### config.mk
export PLATFORM = sky130hd
export DESIGN_NAME = pad_attr_bank
export DESIGN_NICKNAME = d
export VERILOG_FILES = /design/src/rtl/pad_attr_pkg.sv /design/src/rtl/pad_attr_decode.sv /design/src/rtl/pad_attr_regs.sv /design/src/rtl/pad_attr_bank.sv
export SDC_FILE = /design/constraint.sdc
export NUM_CORES = 1
export LEC_CHECK = 0
export BUFFER_PORTS_ARGS = -buffer_cell sky130_fd_sc_hd__buf_2
export CAP_MARGIN = 25
export CORE_ASPECT_RATIO = 1.5
export CORE_MARGIN = 2
export CORE_UTILIZATION = 53
export DETAILED_ROUTE_END_ITERATION = 16
export PLACE_DENSITY_LB_ADDON = 0.08
export REMOVE_ABC_BUFFERS = 1
export SLEW_MARGIN = 10
export SYNTH_ARGS = -nofsm -noshare
export SYNTH_HDL_FRONTEND = slang
export SYNTH_SLANG_ARGS = --single-unit
### constraint.sdc
create_clock -name clk -period 3.2 [get_ports clk]
set_input_delay 0.48 -clock clk [delete_from_list [all_inputs] [get_ports clk]]
set_output_delay 0.48 -clock clk [all_outputs]
set_load 0.02 [all_outputs]
### src/rtl/pad_attr_pkg.sv
package pad_attr_pkg;
  localparam int ATTR_W = 8;

  localparam int BIT_INV     = 0;
  localparam int BIT_ODRAIN  = 1;
  localparam int BIT_PULL_EN = 2;
  localparam int BIT_PULL_UP = 3;

  typedef logic [ATTR_W-1:0] attr_t;

  // Bits that the given build mode implements; all others are reserved.
  function automatic attr_t legal_mask(input bit fpga_mode);
    attr_t m;
    m = '0;
    m[BIT_INV]    = 1'b1;
    m[BIT_ODRAIN] = 1'b1;
    if (!fpga_mode) begin
      m[BIT_PULL_EN] = 1'b1;
      m[BIT_PULL_UP] = 1'b1;
    end
    return m;
  endfunction
endpackage

### src/rtl/pad_attr_decode.sv
module pad_attr_decode #(
  parameter int N_MUX  = 8,
  parameter int N_DED  = 4,
  parameter int ADDR_W = 6,
  localparam int MI_W = (N_MUX > 1) ? $clog2(N_MUX) : 1,
  localparam int DI_W = (N_DED > 1) ? $clog2(N_DED) : 1,
  localparam int TOTAL = N_MUX + N_DED
) (
  input  logic [ADDR_W-1:0] addr,
  output logic              hit_mux,
  output logic              hit_ded,
  output logic              miss,
  output logic [MI_W-1:0]   mux_idx,
  output logic [DI_W-1:0]   ded_idx
);
  logic [ADDR_W-1:0] ded_off;

  always_comb begin
    hit_mux = addr < ADDR_W'(N_MUX);
    hit_ded = !hit_mux && (addr < ADDR_W'(TOTAL));
    miss    = !hit_mux && !hit_ded;
    ded_off = addr - ADDR_W'(N_MUX);
    mux_idx = MI_W'(addr);
    ded_idx = DI_W'(ded_off);
  end
endmodule

### src/rtl/pad_attr_regs.sv
module pad_attr_regs
  import pad_attr_pkg::*;
#(
  parameter int N    = 8,
  parameter bit FPGA = 1'b0,
  localparam int IW = (N > 1) ? $clog2(N) : 1
) (
  input  logic            clk,
  input  logic            rst,
  input  logic            we,
  input  logic [IW-1:0]   wr_idx,
  input  attr_t           wdata,
  input  logic [IW-1:0]   rd_idx,
  output attr_t           rd_data,
  output logic [N*ATTR_W-1:0] q
);
  localparam attr_t MASK = legal_mask(FPGA);

  attr_t mem [N];

  always_ff @(posedge clk) begin
    if (rst) begin
      for (int i = 0; i < N; i++) mem[i] <= '0;
    end else if (we) begin
      mem[wr_idx] <= wdata & MASK;
    end
  end

  assign rd_data = mem[rd_idx];

  for (genvar g = 0; g < N; g++) begin : g_out
    assign q[g*ATTR_W +: ATTR_W] = mem[g];
  end
endmodule

### src/rtl/pad_attr_bank.sv
module pad_attr_bank
  import pad_attr_pkg::*;
#(
  parameter int N_MUX     = 8,
  parameter int N_DED     = 4,
  parameter int ADDR_W    = 6,
  parameter bit FPGA_MODE = 1'b0
) (
  input  logic                    clk,
  input  logic                    rst,
  input  logic                    req_vld,
  input  logic                    req_wr,
  input  logic [ADDR_W-1:0]       req_addr,
  input  logic [ATTR_W-1:0]       req_wdata,
  output logic                    rsp_vld,
  output logic [ATTR_W-1:0]       rsp_rdata,
  output logic                    rsp_err,
  output logic [N_MUX*ATTR_W-1:0] mux_attr,
  output logic [N_DED*ATTR_W-1:0] ded_attr
);
  localparam int MI_W = (N_MUX > 1) ? $clog2(N_MUX) : 1;
  localparam int DI_W = (N_DED > 1) ? $clog2(N_DED) : 1;

  logic            hit_mux, hit_ded, miss;
  logic [MI_W-1:0] mux_idx;
  logic [DI_W-1:0] ded_idx;
  attr_t           mux_rd, ded_rd, rd_sel;

  pad_attr_decode #(.N_MUX(N_MUX), .N_DED(N_DED), .ADDR_W(ADDR_W)) u_dec (
    .addr(req_addr), .hit_mux(hit_mux), .hit_ded(hit_ded), .miss(miss),
    .mux_idx(mux_idx), .ded_idx(ded_idx)
  );

  pad_attr_regs #(.N(N_MUX), .FPGA(FPGA_MODE)) u_mux (
    .clk(clk), .rst(rst), .we(req_vld && req_wr && hit_mux),
    .wr_idx(mux_idx), .wdata(req_wdata), .rd_idx(mux_idx),
    .rd_data(mux_rd), .q(mux_attr)
  );

  pad_attr_regs #(.N(N_DED), .FPGA(FPGA_MODE)) u_ded (
    .clk(clk), .rst(rst), .we(req_vld && req_wr && hit_ded),
    .wr_idx(ded_idx), .wdata(req_wdata), .rd_idx(ded_idx),
    .rd_data(ded_rd), .q(ded_attr)
  );

  always_comb begin
    rd_sel = '0;
    if (!req_wr) begin
      if (hit_mux)      rd_sel = mux_rd;
      else if (hit_ded) rd_sel = ded_rd;
    end
  end

  always_ff @(posedge clk) begin
    if (rst) begin
      rsp_vld   <= 1'b0;
      rsp_err   <= 1'b0;
      rsp_rdata <= '0;
    end else begin
      rsp_vld   <= req_vld;
      rsp_err   <= req_vld && miss;
      rsp_rdata <= req_vld ? rd_sel : '0;
    end
  end
endmodule

; ---- Word-level counts from Yosys, hierarchy flattened
; Memories as Yosys holds them, arrays and structs flattened.
; Index checks and enable logic that the tools add are counted.
[totals]
ff_bits = 10
memories = 2
elab_cells = 36
ramBits = 48
out_inout_bits = 106
[op_classes]
addsub = 1
order_cmp = 2
bitwise = 1
reduce_logical = 11
mux = 16
[memory_table]
columns = memory, words, word_bits, read_ports, rd_clocked_by_memory_dff, wr, line
row1 = u_mux.mem, 8, 4, 9, 0, 8, pad_attr_regs.sv:19  ; attr_t mem [N];
row2 = u_ded.mem, 4, 4, 5, 0, 4, pad_attr_regs.sv:19
[ops]
columns = operator, count
row1 = 8-bit 2-to-1 mux, 2
row2 = 6-bit by 4-bit less-than comparator with 1-bit output (second input constant), 2
row3 = 1-bit 2-to-1 mux, 10
row4 = 4-bit 2-to-1 mux, 2
row5 = 4-bit OR reduction, 2
row6 = 1-bit logical AND, 6
row7 = 3-bit 2-to-1 mux, 1
row8 = 3-bit OR reduction, 1
row9 = 1-bit zero test, 2
row10 = 2-bit 2-to-1 mux, 1
row11 = 2-bit by 1-bit subtractor with 2-bit output (second input constant), 1
row12 = 1-bit NOT, 1

; ---- Depth between registers and ports, before layout
; Gate-level depths: netlist of run 1.
[depth]
word_depth = 9
depth_mapped = 5
ltp_nobuf = 3

; ---- Cells and area by module
; From an unflattened synthesis of run 1, not the netlist that was laid out.
[unflattened]
hier_cells = 257
hier_area_um2 = 3216.8
[modules_own_cells]
columns = mod, cells_per_inst, instances, area_per_inst_um2, seq_area_each_um2
row1 = pad_attr_regs at u_mux, 140, 1, 1808.0, 960.9
row2 = pad_attr_regs at u_ded, 67, 1, 928.4, 480.5
row3 = pad_attr_bank, 42, 1, 414.1, 200.2
row4 = pad_attr_decode, 8, 1, 66.3, 0.0

; ---- Least setup slack after synthesis of run 1
; Ideal clock, no wire load.
[synth_path]
path_kind = input to register
from = input req_addr[2]
to = memory u_ded.mem[2][0] (netlist name), enable pin
arrival_time_ns = 1.573
slack_ns = 1.330
setup_ns = 0.297
path_buffers = 1
cell_stages = 4
path_cell_list = buf_6 or4b_4 nor3_4 or2_2
[synth_rtl]
columns = item, line
row1 = from (decl), pad_attr_bank.sv:13  ; input logic [ADDR_W-1:0] req_addr,
row2 = to (decl), pad_attr_regs.sv:19

==> results of run 1 <==
==> tightest hold or removal path: cells and delay by family <==
| kind | cells | cell delay [ns] |
|---|---|---|
| simple gates | 1 | 0.09 |
| buf+inv | 1 | 0.10 |
| compound gates | 1 | 0.05 |
==> state kept, by name, summed over array words and instances (netlist names) <==
register / cells
u_mux.mem: 32
u_ded.mem: 16
rsp_rdata: 4
rsp_err: 1
rsp_vld: 1
==> cells by family (layout without fill, tap and decap cells) <==
| kind of cell | Yosys count | in the layout | synth area share |
|---|---|---|---|
| AO/OA/AOI/OAI | 13 | 13 | 0.03689 |
| other | 1 | 52 | 0.001202 |
| multiplexers | 12 | 12 | 0.07217 |
| buffers and inverters | 66 | 77 | 0.1500 |
| AND/OR/NAND/NOR | 98 | 98 | 0.2394 |
| flip-flops | 54 | 54 | 0.5004 |
==> metrics by stage <==
step	utilization	worst slack (ns)	hold slack [ns]	power, mW	cells
2_1_floorplan	-	1.025	0.5591	0.9953	230
3_3_place_gp	0.5712	0.7472	0.6300	1.082	370
3_5_place_dp	0.5712	0.7301	0.6263	1.083	370
4_1_cts	0.5854	1.043	0.4695	1.430	378
5_1_grt	0.5854	0.9291	0.4855	1.476	378
6_report	0.5854	1.058	0.4638	1.421	378
==> power by group through the flow <==
stage          sequential, mW  combinational (mW)  clock (mW)
5_1_grt                 0.822               0.269       0.386
2_1_floorplan           0.875               0.121           0
6_report                0.817               0.249       0.355
3_3_place_gp            0.834               0.248           0
4_1_cts                 0.818               0.250       0.363
3_5_place_dp            0.834               0.249           0
==> Yosys cell counts, drive strengths merged (2+ instances only) <==
library cell  count
nor3              2
and2             44
nor4              8
nor2              5
edfxtp           48
buf              60
nor2b             7
dfxtp             6
nand3             4
clkbuf            5
a2111oi           2
mux2              4
and3              4
o22ai             2
nand2             2
nand2b            4
a211oi            3
o31ai             2
or2              11
o41ai             2
mux4              8
==> worst max path at each step <==
stage	startpoint	to	depth (start not counted)
after global placement	rst	u_ded.mem[2][0]	5
final	rst	u_ded.mem[1][1]	5
after global routing	rst	u_ded.mem[2][0]	5
after detailed placement	rst	u_mux.mem[6][2]	4
after floorplan	rst	u_mux.mem[0][0]	3
after CTS	rst	u_ded.mem[2][0]	5
==> layer usage <==
layer / routed length (um) / vias to the layer above / share of wire
met3: 399 / 5 / 0.064
met1: 2378 / 930 / 0.38
met2: 3337 / 93 / 0.54
met5: 0 / - / 0
li1: - / 880 / -
met4: 71 / 0 / 0.011
==> area by class of cell <==
class / instances / area, sq um / share of cell area
flip-flops and latches: 54 / 1562 / 0.4645
multi-input cells: 175 / 1282 / 0.3815
repair buffers: 68 / 342.8 / 0.1020
well taps: 72 / 90.09 / 0.02680
clock buffers: 6 / 72.57 / 0.02159
clock inverters: 2 / 8.758 / 0.002605
inverters: 1 / 3.754 / 0.001116
==> impl.org, run 1 <==
** Logic synthesis
- Sequential share of the synthesized area :: 0.5004
- Synthesis instantiated 37 different standard cells from the library.
- Synthesis inferred 54 register bits.
- The synthesized design contains 48 enable-type register cells.
- After technology mapping, the gate count stands at roughly 240.
- Share of async-settable or async-resettable flops after synthesis :: 0
- edfxtp_1 takes more of the synthesized area than any other cell.
- Mean Syn Cell Area :: 12.79 sq um
- The most used flip-flop cell after synthesis is edfxtp_1.
- In the post-synthesis netlist, the biggest area contributors are edfxtp_1 46%, buf_4 13%, and2_1 8.8%.
- Yosys printed 0 warnings.
- Synth top area share :: 0.4619
- After synthesis the cells add up to roughly 0.0031 sq mm.

** Power and ir drop
- The share of total power dissipated in combinational logic is 0.175.
- The share of total power dissipated in the clock network is 0.250.
- Int Power :: between 1 and 1.5 mW
- PD cells :: about 420 mW/mm^2
- In this run the power spent charging and discharging nets is 406.0 uW.
- Of the total power, the share spent switching nets is 0.2856.
- Of the total power, registers draw 0.575.
- Summed over all cells, the static leakage comes to 1.413 nW.
- Maximum vdd drop :: 0.3315 mV

** Worst setup path
- Start of the worst register-to-register path :: u_mux.mem[0][1]
- Worst r2r dst :: rsp_rdata[1]
- At the worst endpoint, the arrival time is around 2.2 ns.
- Worst-path fanout max :: 15
- R2r setup slk :: 1.77 ns
- R2r worst-path depth :: 3
- The worst setup path is of the input port to flip-flop kind.
- Crit-path cells :: buf_2 -> nand3b_1 -> buf_4 -> nor3_4 -> or2_2
- Category of the worst setup path launch point :: input port
- Data required time at the worst endpoint :: 3.22 ns
- For this design, the slowest cell found on the critical path is nand3b_1.
- Broken down by cell family, the worst path's largest delay share belongs to simple AND/OR/NAND/NOR gates.
- Max stage delay on crit path :: 0.65 ns
- Total buffers and inverters traversed by the critical path :: 2
- Kind of end point of the critical path :: flip-flop

** Timing
- Headroom to the max-slew limit came out at 0.4567.
- Setup tns final :: 0 ns
- RSZ-0062 raised after global routing :: false
- Fmax achieved :: between 400 and 500 MHz
- Final clock period utilization by the worst path :: 0.6693
- The final-report hold violation count is 0.
- Setup violations, final :: 0
- The number of slew-limit violations in the final report is 0.
- Clock skew on the completed layout was measured at 0.007015 ns.
- The smallest clock period supported by the final layout is computed as 2.142 ns.
- Transition at the pin with the smallest max-transition slack :: 0.8125 ns

** Placement
- The wire-length estimate of the detail-placed layout is 4.729 mm.
- In this run the tool buffered the top-level ports with 67 buffer cells.
- Final Wtd Congestion :: ~0.78
- After detailed placement, the total cell area comes to 0.003281 sq mm.

** Global routing
- Total GRT Usage :: 0.2014
- Global Route met1 Usage :: 0.2504
- Met3 track utilization from global routing :: 0.03226
- Pin count of the biggest net entering global routing :: 25
- Via count of the first global-routing pass :: 1810
- Most used routing layer :: met2
- After global routing the overflow that remains totals 0.
- The initial antenna violation count came to 0.
- The first global-routing pass estimated 9.494 mm of wire.
- For this run, global-route usage on met2 was measured as 0.3569.

** Route
- The detailed router finished its first iteration with 57 violations.
- Remaining DRCs :: 0
- Antenna viol nets, final :: 0
- Wires add up to ~6.2 mm.
- Via count :: 1908
- For this run, the detailed router's first-pass iteration total came to 4.
- Via density :: 5.048
- Average wire length per cell after detail routing :: ~16 um

** Floorplan
- DIE HEIGHT :: between 90 and 100 um
- The die covers 0.006530 sq mm.
- For this configuration, the core starts out at a cell density of 0.5434.
- Total I/O pin count :: 124
- Die X-Extent :: 66.65 um
- After floorplanning, the core was sized to cover between 0.005 and 0.006 sq mm.
- Rows :: 34

** Layout
- Fillers :: 525
- Cell area after layout :: 0.003362 sq mm
- Most common cell after layout, fill and taps aside :: buf_2
- Fraction of final layout cells sized beyond drive strength 1 :: 0.3693
- From synthesis to final layout, the design area changed by 7.738%.
- Layout Nets :: 323
- 0 antenna diodes ended up in the layout.
- The top cell types in the final layout, fill and taps aside, are 67 x buf_2, 52 x conb_1, 48 x edfxtp_1.

** CTS
- TritonCTS clock tree :: built
- After clock tree synthesis, the flow added hold-fix buffers numbering 0.
- Number of buffers created by CTS :: 5
- Clock sink count :: 54
- Maximum clock insertion buffer count :: 2
- # H-tree levels :: 2
- In this run the post-CTS setup repair buffer count came out at 0.
- Clock transition time at the flip-flop clock pins of the worst setup and hold paths :: roughly 0.090 ns
- After clock tree synthesis, the repair step resized 0 gates.
- Clock latency at the later pin of the worst-skew pair :: 0.30 ns
- Cell chosen for the clock root :: clkbuf_8

** Min path
- The worst hold path begins at req_addr[4].
- WHS Endpoint :: rsp_err
- The worst hold path belongs to the class input port to flip-flop.
- Number of cells on the worst hold path :: 3

** Run status
- The run finished with clean final reports.

** Flow run
- Max_cap viols :: 0
Note: power is estimated with default switching activity, not from simulation.
==> inputs of run 2 (changes only) <==
--- a/config.mk
+++ b/config.mk
@@ -5,11 +5,12 @@
 export SDC_FILE = /design/constraint.sdc
 export NUM_CORES = 1
 export LEC_CHECK = 0
+export ABC_AREA = 1
 export BUFFER_PORTS_ARGS = -buffer_cell sky130_fd_sc_hd__buf_2
 export CAP_MARGIN = 25
 export CORE_ASPECT_RATIO = 1.5
 export CORE_MARGIN = 2
-export CORE_UTILIZATION = 53
+export CORE_UTILIZATION = 44
 export DETAILED_ROUTE_END_ITERATION = 16
 export PLACE_DENSITY_LB_ADDON = 0.08
 export REMOVE_ABC_BUFFERS = 1
==> constraint.sdc (replaced) <==
create_clock -name clk -period 1.9 [get_ports clk]
set_input_delay 0.285 -clock clk [delete_from_list [all_inputs] [get_ports clk]]
set_output_delay 0.285 -clock clk [all_outputs]
set_load 0.02 [all_outputs]
==> impl.org, run 2 <==
** Route
- Final Routed Wirelength :: 6.573 mm
- Via density :: 4.542
- Length of the first detailed-routing pass in iterations :: 4
- In the final routed layout, each cell accounts on average for 13.39 um.
- Remaining DRCs :: 0
- Detailed routing inserted a total of 2230 vias.
- Iteration-0 DRC count of the detailed router :: ~110
- Once detail routing completed, the nets flagged for antenna violations numbered 0.

** Placement
- After detailed placement, the design holds a cell count of about 480.
- Number of input and output port buffers inserted :: 67
- Final Wtd Congestion :: 0.8002
- Detailed placement ended at an HPWL of 5.100 mm.

** Timing
- RSZ-0062 raised after global routing :: false
- Smallest hold slack :: about 0.27 ns
- Count of final hold-check violations :: 0
- On the final layout, the worst clock skew is between 0.006 and 0.007 ns.
- Measured against its own limit, the worst slew margin works out to 0.6402.
- Setup total negative slack on the finished layout was measured at 0 ns.
- Clock period minus final worst setup slack :: roughly 1.4 ns
- Slew Viols, Final :: 0
- Fmax achieved :: 697.4 MHz
- Transition at the pin with the smallest max-transition slack :: 0.5390 ns
- Of the available clock period, the critical path in the final layout requires 0.7547.
- Setup violations remaining at the end of the flow were counted as 0.

** CTS
- Number of buffers created by CTS :: 5
- Counting every sink on the clock net gives 54.
- At the later pin of the worst-skew pair, clock insertion delay measures 0.30 ns.
- After clock tree synthesis, the clock-pin slew on the worst setup and hold paths is around 0.090 ns.
- TritonCTS clock tree :: built
- Gates resized during post-CTS repair numbered 0.
- After clock tree synthesis, the flow added hold-fix buffers numbering 0.
- Cell chosen for the clock root :: clkbuf_8
- After clock tree synthesis, the setup repair step added 0 buffers.
- Maximum clock insertion buffer count :: 2
- The H-tree was split into 2 levels.

** Layout
- The count of cells in the finished layout, fillers not included, comes to 491.
- Layout Nets :: between 400 and 500
- In the final layout, the share of cells above drive strength 1 is 0.2337.
- The library cells used most frequently in the layout, excluding fill and tap cells, are 67 x nand2_1, 67 x buf_2, 59 x nor2_1.
- Register bank with the most flops :: u_mux.mem
- Relative to the synthesized area, the layout overhead comes to 11.07%.
- 0 antenna diodes ended up in the layout.
- The largest registers in the layout are u_mux.mem: 32 flops, u_ded.mem: 16 flops, rsp_rdata: 4 flops.
- The register with the most flip-flops in the layout has 32 of them.

** Floorplan
- Core Area :: 0.006531 sq mm
- Rows :: 36
- From left edge to right edge, the die measures 71.10 um.
- Die area :: ~0.0074 sq mm
- Initial Utilization :: 0.4550
- The die is 104.7 um tall.
- Total I/O pin count :: 124

** Logic synthesis
- The largest total area in the synthesized netlist belongs to edfxtp_1.
- Count of distinct cell types in the synthesized netlist :: 24
- Counting every instance in the synthesized netlist gives 342.
- In this run, synthesis inferred 48 flip-flops with an integrated enable.
- Mean Syn Cell Area :: 8.689 sq um
- Flip-flop cell with the highest count after synthesis :: edfxtp_1
- The share of the Yosys chip area taken by registers is 0.5255.
- Library cell with the highest instance count after synthesis :: nand2_1
- Synthesized flop and latch total :: 54
- Main area contributors after synthesis :: edfxtp_1 49%, buf_4 14%, nand2_1 8.5%
- Cell Area, Synth :: 0.002972 sq mm
- The share of synthesized area in the top cell type comes to 0.4851.
- Counting flops with an async set or reset pin after synthesis yields a share of 0.
- By count the netlist is led by 67 x nand2_1, 59 x nor2_1, 55 x buf_4.
- Synth warn :: 0

** Worst setup path
- Data required time at the worst endpoint :: 1.90 ns
- Data arrives at the worst endpoint at ~1.4 ns.
- In this run the worst path has a maximum fanout of 5.
- Crit Path Class :: input port to flip-flop
- Kind of end point of the critical path :: flip-flop
- Category of the worst setup path launch point :: input port

** Flow run
- Max_cap viols :: 0

** Power and ir drop
- Static Leakage :: 1.645 nW
- PD cells :: just over 700 mW/mm^2
- The worst-case IR drop observed on VDD is 0.4035 mV.

** Global routing
- The number of global-route vias before repair was around 2100.
- Entering global routing, the biggest net connects 29 pins.
- Global-route wire length before repair :: 10.14 mm
- Grt total ovfl :: 0
- Total GRT Usage :: 0.1781
- The initial antenna violation count came to 0.

** Run status
- The run finished with clean final reports.

** Min path
- The worst hold path belongs to the class input port to flip-flop.
## run 2: cell types whose count changed in the layout (fill, tap and decap cells not counted), sizes merged, moves of 7 or more
cell / previous run / this run
nor2: 5 / 63
or2: 11 / 0
nand2: 2 / 72
nor4: 8 / 0
buf: 68 / 75
mux4: 8 / 0
nand3: 4 / 19
inv: 1 / 45
o21ai: 0 / 17
and2: 44 / 0
nor2b: 7 / 0
## run 2: final cells by class
cell class / count / area [sq um]
Multi-Input combinational cell: 231 / 977.2
Inverter: 48 / 182.7
Fill cell: 627 / 3231
Timing Repair Buffer: 75 / 407.9
Clock buffer: 7 / 76.32
Sequential cell: 54 / 1562
Tap cell: 76 / 95.09
## run 2: layer usage
metal | vias up | share of wire | GRT usage
met2 | 95 | 0.54 | 0.3238
met5 | - | 0 | 0
met3 | 10 | 0.069 | 0.04050
met1 | 1015 | 0.37 | 0.1991
li1 | 1110 | - | -
met4 | 0 | 0.018 | 0.06334
## run 2: critical path, cell delays in order
cell and delay (ns):
buf_2 0.10, inv_2 0.06, nand2_1 0.07, nor2_1 0.16
nand2_1 0.14, nor2_2 0.24, nand2_1 0.17, nand2_1 0.19
## run 2: worst paths after layout
| kind | start | to | slack [ns] | cells past startpoint |
|---|---|---|---|---|
| setup / recovery | rst | u_mux.mem[6][2] | 0.47 | 8 |
| hold / removal | req_vld | rsp_vld | 0.27 | 3 |
| setup reg to reg | u_mux.mem[4][1] | rsp_rdata[1] | 0.74 | 6 |
| hold reg to reg | u_ded.mem[3][0] | rsp_rdata[0] | 0.75 | 4 |
## run 2: where the power goes
part           leakage [nW]  internal, mW  total (mW)  switching (mW)
Combinational          1.10        0.0949       0.418           0.323
Clock                0.0383         0.255       0.604           0.349
Sequential            0.505          1.35        1.38          0.0305
Total                  1.64          1.69        2.40           0.702
## run 2: kinds of logic (layout without fill, tap and decap cells)
group | count (synthesis) | count (layout) | share of synthesized area
and+or+nand+nor | 156 | 156 | 0.2223
buffers and inverters | 108 | 130 | 0.2101
DFF | 54 | 54 | 0.5255
AOI/OAI and AO/OA | 23 | 23 | 0.04084
other | 1 | 52 | 0.001262
## run 2: through the flow
step | power (mW) | utilization | area (sq um) | setup WS (ns)
final | 2.397 | 0.5054 | 3301 | 0.4661
after global routing | 2.498 | 0.5054 | 3301 | 0.3196
after detailed placement | 1.824 | 0.4937 | 3224 | 0.1448
after global placement | 1.819 | 0.4937 | 3224 | 0.2039
after CTS | 2.410 | 0.5054 | 3301 | 0.4639
after floorplan | 1.675 | - | 2721 | 0.4164
